File: src/rtl/dpll_lock_pkg.sv
package dpll_lock_pkg;

  localparam logic [19:0] MEAS_SIG   = 20'hABCDE;
  localparam int          TUNE_BIT   = 8;
  localparam int          HIGH_LSB   = 16;

  typedef enum logic [1:0] {
    LK_IDLE,
    LK_SEEK,
    LK_HOLD
  } lk_state_t;

  // Host clock band in MHz from a measurement word
  function automatic logic [6:0] band_mhz(input logic [31:0] w);
    logic [16:0] f;
    if (w[31:12] != MEAS_SIG) return 7'd33;
    f = (17'(w[8:0]) * 17'd77) / 17'd192;
    if (f < 17'd40) return 7'd33;
    if (f < 17'd45) return 7'd40;
    if (f < 17'd55) return 7'd50;
    return 7'd66;
  endfunction

  // Low window bound for a 66 MHz PLL target
  function automatic logic [7:0] win_low(input logic [6:0] mhz);
    logic [12:0] p;
    p = 13'(mhz) * 13'd48;
    return 8'(p / 13'd66);
  endfunction

endpackage

File: src/rtl/dpll_freq_band.sv
module dpll_freq_band
  import dpll_lock_pkg::*;
(
  input  logic [31:0] meas_word_i,
  output logic [7:0]  f_low_o,
  output logic [15:0] f_high_o
);
  logic [6:0] mhz;

  always_comb begin
    mhz      = band_mhz(meas_word_i);
    f_low_o  = win_low(mhz);
    f_high_o = 16'(f_low_o) + 16'd2;
  end
endmodule

File: src/rtl/dpll_poll_timer.sv
module dpll_poll_timer #(
  parameter int POLL_CYCLES = 3300
) (
  input  logic clk,
  input  logic rst_n,
  input  logic run_i,
  output logic tick_o
);
  localparam int CW = $clog2(POLL_CYCLES + 1);
  localparam logic [CW-1:0] LAST = CW'(POLL_CYCLES - 1);

  logic [CW-1:0] cnt_q;

  assign tick_o = run_i && (cnt_q == LAST);

  always_ff @(posedge clk or negedge rst_n) begin
    if (!rst_n)      cnt_q <= '0;
    else if (!run_i) cnt_q <= '0;
    else if (tick_o) cnt_q <= '0;
    else             cnt_q <= cnt_q + 1'b1;
  end

  // poll counter never passes its interval
  a_r4_timer_in_range: assert property (@(posedge clk) disable iff (!rst_n)
    cnt_q <= LAST);

  generate
    if (POLL_CYCLES > 1) begin : g_spacing
      // polls are at least two cycles apart when the interval allows it
      a_r4_tick_spacing: assert property (@(posedge clk) disable iff (!rst_n)
        tick_o |=> !tick_o);
    end
  endgenerate
endmodule

File: src/rtl/dpll_step_counter.sv
module dpll_step_counter #(
  parameter int LIMIT = 8
) (
  input  logic clk,
  input  logic rst_n,
  input  logic clr_i,
  input  logic inc_i,
  output logic last_o
);
  localparam int CW = $clog2(LIMIT + 1);
  localparam logic [CW-1:0] LAST = CW'(LIMIT - 1);

  logic [CW-1:0] cnt_q;

  assign last_o = (cnt_q == LAST);

  always_ff @(posedge clk or negedge rst_n) begin
    if (!rst_n)     cnt_q <= '0;
    else if (clr_i) cnt_q <= '0;
    else if (inc_i) cnt_q <= cnt_q + 1'b1;
  end

  // no count (polls, hold samples, attempts) runs past its limit
  a_r8_count_in_limit: assert property (@(posedge clk) disable iff (!rst_n)
    cnt_q <= LAST);
endmodule

File: src/rtl/dpll_lock_ctrl.sv
module dpll_lock_ctrl
  import dpll_lock_pkg::*;
#(
  parameter int POLL_CYCLES  = 3300,
  parameter int SEEK_POLLS   = 20480,
  parameter int HOLD_SAMPLES = 4096,
  parameter int MAX_TRIES    = 8
) (
  input  logic        clk,
  input  logic        rst_n,
  input  logic        start_i,
  input  logic [31:0] meas_word_i,
  input  logic        pll_lock_i,
  output logic [31:0] win_reg_o,
  output logic        win_wr_o,
  output logic        done_o,
  output logic        locked_o,
  output logic        failed_o
);
  localparam logic [31:0] TUNE_MASK = 32'd1 << TUNE_BIT;

  lk_state_t   st_q;
  logic [7:0]  f_low;
  logic [15:0] f_high;

  // named internal events
  logic take_start, poll_tick, lock_seen, seek_miss, seek_exhaust;
  logic hold_drop, hold_pass, attempt_fail;
  logic seek_last, hold_last, try_last;
  logic seek_clr, hold_clr, hold_inc, try_inc;

  dpll_freq_band u_band (
    .meas_word_i (meas_word_i),
    .f_low_o     (f_low),
    .f_high_o    (f_high)
  );

  dpll_poll_timer #(.POLL_CYCLES(POLL_CYCLES)) u_timer (
    .clk    (clk),
    .rst_n  (rst_n),
    .run_i  (st_q == LK_SEEK),
    .tick_o (poll_tick)
  );

  assign take_start   = (st_q == LK_IDLE) && start_i;
  assign lock_seen    = poll_tick && pll_lock_i;
  assign seek_miss    = poll_tick && !pll_lock_i;
  assign seek_exhaust = seek_miss && seek_last;
  assign hold_drop    = (st_q == LK_HOLD) && !pll_lock_i;
  assign hold_pass    = (st_q == LK_HOLD) && pll_lock_i && hold_last;
  assign attempt_fail = seek_exhaust || hold_drop;

  assign seek_clr = take_start || attempt_fail || lock_seen;
  assign hold_clr = (st_q != LK_HOLD) || hold_pass || hold_drop;
  assign hold_inc = (st_q == LK_HOLD) && pll_lock_i;
  assign try_inc  = attempt_fail && !try_last;

  dpll_step_counter #(.LIMIT(SEEK_POLLS)) u_seek_cnt (
    .clk (clk), .rst_n (rst_n), .clr_i (seek_clr), .inc_i (seek_miss), .last_o (seek_last)
  );

  dpll_step_counter #(.LIMIT(HOLD_SAMPLES)) u_hold_cnt (
    .clk (clk), .rst_n (rst_n), .clr_i (hold_clr), .inc_i (hold_inc), .last_o (hold_last)
  );

  dpll_step_counter #(.LIMIT(MAX_TRIES)) u_try_cnt (
    .clk (clk), .rst_n (rst_n), .clr_i (take_start), .inc_i (try_inc), .last_o (try_last)
  );

  always_ff @(posedge clk or negedge rst_n) begin
    if (!rst_n) begin
      st_q      <= LK_IDLE;
      win_reg_o <= '0;
      win_wr_o  <= 1'b0;
      done_o    <= 1'b0;
      locked_o  <= 1'b0;
      failed_o  <= 1'b0;
    end else begin
      win_wr_o <= 1'b0;
      done_o   <= 1'b0;
      locked_o <= 1'b0;
      failed_o <= 1'b0;
      unique case (st_q)
        LK_IDLE: begin
          if (take_start) begin
            win_reg_o <= (32'(f_high) << HIGH_LSB) | TUNE_MASK | 32'(f_low);
            win_wr_o  <= 1'b1;
            st_q      <= LK_SEEK;
          end
        end
        LK_SEEK: begin
          if (lock_seen) begin
            st_q <= LK_HOLD;
          end else if (seek_exhaust) begin
            win_reg_o <= win_reg_o & ~TUNE_MASK;
            win_wr_o  <= 1'b1;
            if (try_last) begin
              failed_o <= 1'b1;
              done_o   <= 1'b1;
              st_q     <= LK_IDLE;
            end
          end
        end
        LK_HOLD: begin
          if (hold_drop) begin
            win_reg_o <= win_reg_o & ~TUNE_MASK;
            win_wr_o  <= 1'b1;
            if (try_last) begin
              failed_o <= 1'b1;
              done_o   <= 1'b1;
              st_q     <= LK_IDLE;
            end else begin
              st_q <= LK_SEEK;
            end
          end else if (hold_pass) begin
            win_reg_o <= win_reg_o & ~TUNE_MASK;
            win_wr_o  <= 1'b1;
            locked_o  <= 1'b1;
            done_o    <= 1'b1;
            st_q      <= LK_IDLE;
          end
        end
        default: st_q <= LK_IDLE;
      endcase
    end
  end

  // a taken start writes the window with tuning enabled
  a_r3_first_write_tunes: assert property (@(posedge clk) disable iff (!rst_n)
    take_start |=> (win_wr_o && win_reg_o[TUNE_BIT]));

  // a qualified lock comes with a write that drops tuning-enable
  a_r5_lock_clears_tune: assert property (@(posedge clk) disable iff (!rst_n)
    locked_o |-> (win_wr_o && !win_reg_o[TUNE_BIT]));

  // one clear sample in the hold run fails the attempt
  a_r6_drop_rewrites: assert property (@(posedge clk) disable iff (!rst_n)
    hold_drop |=> (win_wr_o && !win_reg_o[TUNE_BIT] && !locked_o));

  // a start while busy never causes a tuning write
  a_r9_busy_start_ignored: assert property (@(posedge clk) disable iff (!rst_n)
    ((st_q != LK_IDLE) && start_i) |=> !(win_wr_o && win_reg_o[TUNE_BIT]));

  // outcomes are exclusive and each carries done
  a_r10_outcome_exclusive: assert property (@(posedge clk) disable iff (!rst_n)
    !(locked_o && failed_o));

  a_r10_outcome_has_done: assert property (@(posedge clk) disable iff (!rst_n)
    (locked_o || failed_o) |-> done_o);

  a_r10_done_pulse: assert property (@(posedge clk) disable iff (!rst_n)
    done_o |=> !done_o);
endmodule

File: config.mk
export PLATFORM = sky130hd
export DESIGN_NAME = dpll_lock_ctrl
export DESIGN_NICKNAME = d
export VERILOG_FILES = /design/src/rtl/dpll_lock_pkg.sv /design/src/rtl/dpll_freq_band.sv /design/src/rtl/dpll_poll_timer.sv /design/src/rtl/dpll_step_counter.sv /design/src/rtl/dpll_lock_ctrl.sv
export SDC_FILE = /design/constraint.sdc
export NUM_CORES = 1
export LEC_CHECK = 0
export BUFFER_PORTS_ARGS = -buffer_cell sky130_fd_sc_hd__buf_2
export CAP_MARGIN = 40
export CORE_MARGIN = 4
export CORE_UTILIZATION = 55
export CTS_CLUSTER_SIZE = 16
export DETAILED_ROUTE_END_ITERATION = 8
export GPL_ROUTABILITY_DRIVEN = 0
export PLACE_DENSITY_LB_ADDON = 0.12
export SYNTH_ARGS = -nofsm -noshare
export SYNTH_HDL_FRONTEND = slang
export SYNTH_SLANG_ARGS = --single-unit
File: constraint.sdc
create_clock -name clk -period 3.6 [get_ports clk]
set_clock_uncertainty 0.1 [all_clocks]
set_input_delay 0.36 -clock clk [delete_from_list [all_inputs] [get_ports clk]]
set_output_delay 0.36 -clock clk [all_outputs]
set_load 0.02 [all_outputs]
==> impl_table.tex <==
\begin{tabular}{lr}
\hline
Metric & Value \\
\hline
\multicolumn{2}{l}{\textbf{Run status}} \\
Status & complete, but fails checks \\
Violations in the final reports & negative setup slack \\
\multicolumn{2}{l}{\textbf{Global routing}} \\
Maximum number of pins on one net before global-route repair & 29 \\
Total congestion overflow & 0 \\
Aggregate global-route resource usage & 0.3377 \\
Antenna violations before repair & 0 \\
Number of global-route vias before repair & about 9k \\
First-pass GRT wire length & 41.84 mm \\
\multicolumn{2}{l}{\textbf{Route}} \\
DRT iter0 DRCs & $\sim$1.4k \\
Drt total wl & approximately 32 mm \\
Via Count & slightly below 10k \\
Total DRC errors in the routed layout & 0 \\
Routed length per placed instance & 22.77 um \\
Remaining antenna violation count & 0 \\
Number of vias per cell & roughly 7 \\
1st-pass router iterations & 8 \\
\multicolumn{2}{l}{\textbf{Clock tree}} \\
Number of sinks on the clock net & 65 \\
Reg clk slew, reported paths & roughly 0.060 ns \\
Maximum level of the CTS H-tree & 3 \\
Number of buffers created by CTS & 9 \\
Maximum clock path buffer count & 2 \\
Clock tree from TritonCTS & yes \\
Skew-Pair Late Insertion Delay & $\sim$0.34 ns \\
Clock root cell & sky130\_fd\_sc\_hd\_\_clkbuf\_16 \\
\multicolumn{2}{l}{\textbf{Pwr}} \\
Total leakage power & between 5 and 6 nW \\
PwrDens & around 520 nW/um\^{}2 \\
VDD IR-drop max & 0.4319 mV \\
\multicolumn{2}{l}{\textbf{Logic synthesis}} \\
Number of synthesized register bits & 65 \\
Average cell area after synthesis & 8.244 um\^{}2 \\
Async set or reset register ratio after synthesis & 1.000 \\
Leading cell type by number of instances after synthesis & sky130\_fd\_sc\_hd\_\_nor2\_1 \\
Area contributors post-synth & sky130\_fd\_sc\_hd\_\_dfrtp\_1, sky130\_fd\_sc\_hd\_\_ha\_1, sky130\_fd\_sc\_hd\_\_nor2\_1, sky130\_fd\_sc\_hd\_\_nand2\_1, sky130\_fd\_sc\_hd\_\_xor2\_1 \\
Distinct cells, synth & between 100 and 150 \\
Dominant cell type by area after synthesis & sky130\_fd\_sc\_hd\_\_dfrtp\_1 \\
Portion of synthesized cell area occupied by the leading cell type & 0.2214 \\
Top\_reg\_cell synth & sky130\_fd\_sc\_hd\_\_dfrtp\_1 \\
Count of flip-flops with a built-in enable after synthesis & 0 \\
Sequential cell area fraction in the yosys report & 0.2214 \\
Most numerous cell types in the synthesized netlist & sky130\_fd\_sc\_hd\_\_nor2\_1, sky130\_fd\_sc\_hd\_\_nand2\_1, sky130\_fd\_sc\_hd\_\_dfrtp\_1 \\
Syn. warnings & 0 \\
Cell area after synthesis & 7346 um\^{}2 \\
Number of instances in the synthesized netlist & 891 \\
\multicolumn{2}{l}{\textbf{Worst setup path}} \\
Maximum cell stage delay along the critical path & slightly below 0.6 ns \\
Standard cell with the maximum stage delay on the critical path & sky130\_fd\_sc\_hd\_\_fa\_1 \\
Critical Path Sink Type & flop \\
CP Max Fanout & 4 \\
Startpoint types & primary input \\
Kind of cell adding the most delay to the critical path & compound AO/OA/AOI/OAI gates \\
Arrival time of data at the critical path endpoint & 11.37 ns \\
Number of buffers and inverters on the critical path & 10 \\
Most used cell, CP & sky130\_fd\_sc\_hd\_\_ha\_4 \\
Critical path type & primary input to flop \\
Required time reported for the critical path endpoint & 3.71 ns \\
\multicolumn{2}{l}{\textbf{Layout}} \\
Fraction of final layout cells with drive strength greater than 1 & 0.4454 \\
Final-stage net count & between 1k and 1.5k \\
Core occupancy in the finished layout & 0.8885 \\
Area grow syn2layout & 55.12\% \\
ANT cells & 0 \\
Total non-filler cell area in the finished layout & around 11,000 um\^{}2 \\
Fill count & about 590 \\
\multicolumn{2}{l}{\textbf{STA}} \\
Post-route clock period utilization & 3.130 \\
Max Clock Freq & $\sim$0.089 GHz \\
Max-Slew Margin vs Limit & 0.4591 \\
Slack of the critical path & -7.667 ns \\
Post-Route Hold Slack & between 0.2 and 0.25 ns \\
Final setup violation count & 13 \\
Total count of hold-check failures in the final report & 0 \\
Worst-Margin Slew & between 0.7 and 0.8 ns \\
Post-route minimum period & 11.27 ns \\
Number of slew-limit violations in the final report & 0 \\
Total negative slack & -82.85 ns \\
Setup repair after global routing missed its margin & yes \\
\multicolumn{2}{l}{\textbf{Min path}} \\
Worst hold path class & primary input to flop \\
\multicolumn{2}{l}{\textbf{Flow run}} \\
Total of max-cap violations & 0 \\
\multicolumn{2}{l}{\textbf{Floorplan}} \\
Die span in x & $\sim$120 um \\
Overall die area & about 15,000 um\^{}2 \\
Initial standard-cell utilization of the core & 0.5728 \\
Die extent in y & around 120 um \\
Top-Level Pins & 72 \\
Area of the core & about 13,000 um\^{}2 \\
Row cnt & slightly above 40 \\
\multicolumn{2}{l}{\textbf{Placement}} \\
Post-placement cell area & 9786 um\^{}2 \\
HPWL Detailed & $\sim$18 mm \\
\# port buffers & between 50 and 60 \\
\hline
\end{tabular}
==> final timing paths <==
| path | from | slack [ns] | to | cells past startpoint |
|---|---|---|---|---|
| worst max-delay path | meas_word_i[5] | -7.67 | win_reg_o[16] | 63 |
| worst min-delay path | start_i | 0.20 | u_try_cnt.cnt_q[3] | 2 |
| worst max register to register | st_q[1] | 0.20 | u_seek_cnt.cnt_q[13] | 16 |
| worst min register to register | win_reg_o[18] | 0.37 | win_reg_o[18] | 2 |
| max in group asynchronous | rst_n | 2.26 | u_timer.cnt_q[4] | 3 |
| min in group asynchronous | rst_n | 0.50 | u_hold_cnt.cnt_q[9] | 2 |
==> worst reg2reg max path, stage by stage, from the launching register on <==
cell and delay, ns:
sky130_fd_sc_hd__dfrtp_1 0.44, sky130_fd_sc_hd__inv_1 0.14, sky130_fd_sc_hd__ha_2 0.24, sky130_fd_sc_hd__nand4_1 0.10, sky130_fd_sc_hd__nor3_1 0.14, sky130_fd_sc_hd__nand2_1 0.14
sky130_fd_sc_hd__nor2_2 0.15, sky130_fd_sc_hd__nand3_1 0.12, sky130_fd_sc_hd__nor3_2 0.22, sky130_fd_sc_hd__nand3_2 0.15, sky130_fd_sc_hd__a21boi_2 0.22, sky130_fd_sc_hd__nand3_1 0.14
sky130_fd_sc_hd__o2111ai_2 0.17, sky130_fd_sc_hd__or2_2 0.37, sky130_fd_sc_hd__nor3_1 0.23, sky130_fd_sc_hd__xnor2_1 0.16, sky130_fd_sc_hd__nor2_1 0.05
==> stage by stage <==
step / std cells / power, mW / worst slack [ns]
2_1_floorplan: 906 / 2.559 / -7.422
3_3_place_gp: 1326 / 3.618 / -7.036
3_5_place_dp: 1327 / 3.714 / -7.424
4_1_cts: 1380 / 5.150 / -6.647
5_1_grt: 1400 / 6.124 / -8.140
6_report: 1400 / 5.939 / -7.667
==> flip-flops by register name (all words and copies together), names as in the netlist <==
signal / count
u_seek_cnt.cnt_q: 15
win_reg_o: 15
u_hold_cnt.cnt_q: 13
u_timer.cnt_q: 12
u_try_cnt.cnt_q: 4
st_q: 2
done_o: 1
failed_o: 1
locked_o: 1
win_wr_o: 1
==> cells by family after synthesis <==
| group | synth area share |
|---|---|
| compound gates | 0.2342 |
| flops | 0.2214 |
| buf+inv | 0.05927 |
| xor+xnor | 0.06285 |
| simple gates | 0.2626 |
| other cells | 0.0005105 |
| mux | 0.02453 |
| fa+ha+maj | 0.1346 |
==> layer usage <==
| metal | wire [um] | vias to the layer above | GRT usage |
|---|---|---|---|
| li1 | - | 3955 | - |
| met4 | 3000 | 0 | 0.1682 |
| met3 | 3332 | 367 | 0.03906 |
| met1 | 10790 | 4568 | 0.4060 |
| met2 | 14760 | 913 | 0.5967 |
| met5 | 0 | - | 0 |
==> layout by cell type (no fill, tap or decap), types with 11 or more instances in the layout <==
cell	n
sky130_fd_sc_hd__nor2_1	90
sky130_fd_sc_hd__xor2_1	25
sky130_fd_sc_hd__nand3_1	35
sky130_fd_sc_hd__or3_1	11
sky130_fd_sc_hd__xnor2_1	22
sky130_fd_sc_hd__inv_1	39
sky130_fd_sc_hd__a31oi_1	11
sky130_fd_sc_hd__o21ai_0	27
sky130_fd_sc_hd__conb_1	16
sky130_fd_sc_hd__nand2_1	69
sky130_fd_sc_hd__nand4_1	24
sky130_fd_sc_hd__dfrtp_1	65
sky130_fd_sc_hd__o21ai_1	14
sky130_fd_sc_hd__nand2_2	12
sky130_fd_sc_hd__buf_4	262
sky130_fd_sc_hd__ha_1	41
sky130_fd_sc_hd__o211ai_1	18
sky130_fd_sc_hd__buf_2	50
sky130_fd_sc_hd__ha_4	15
sky130_fd_sc_hd__buf_6	29
sky130_fd_sc_hd__a21o_1	11
sky130_fd_sc_hd__a21oi_1	25
sky130_fd_sc_hd__and3_1	12
sky130_fd_sc_hd__nor3_1	16
==> area by class of cell <==
class                      instances  area, um^2  share of cell area
multi-input combinational        756        6394              0.5611
timing repair buffer             348        2671              0.2344
sequential                        65        1627              0.1427
clock buffer                      11       242.7             0.02130
tap                              172       215.2             0.01889
inverter                          43       166.4             0.01460
clock inverter                     5       78.83            0.006918
==> report_power, final <==
part / switching (mW) / total, mW / leakage, nW / internal (mW)
clock network: 0.321 / 0.945 / 0.159 / 0.624
registers: 0.0647 / 0.865 / 0.880 / 0.801
logic: 2.34 / 4.13 / 4.07 / 1.79
==> repair_timing <==
action                     4_1_cts  5_1_grt
gates cloned                     1        0
pin swaps                       67       52
hold endpoints to repair        26        0
setup endpoints to repair       13       21
gates resized for setup         99       67
hold buffers                     1        0
buffers inserted                37       21
No activity file was read; power rests on OpenSTA's default activity.
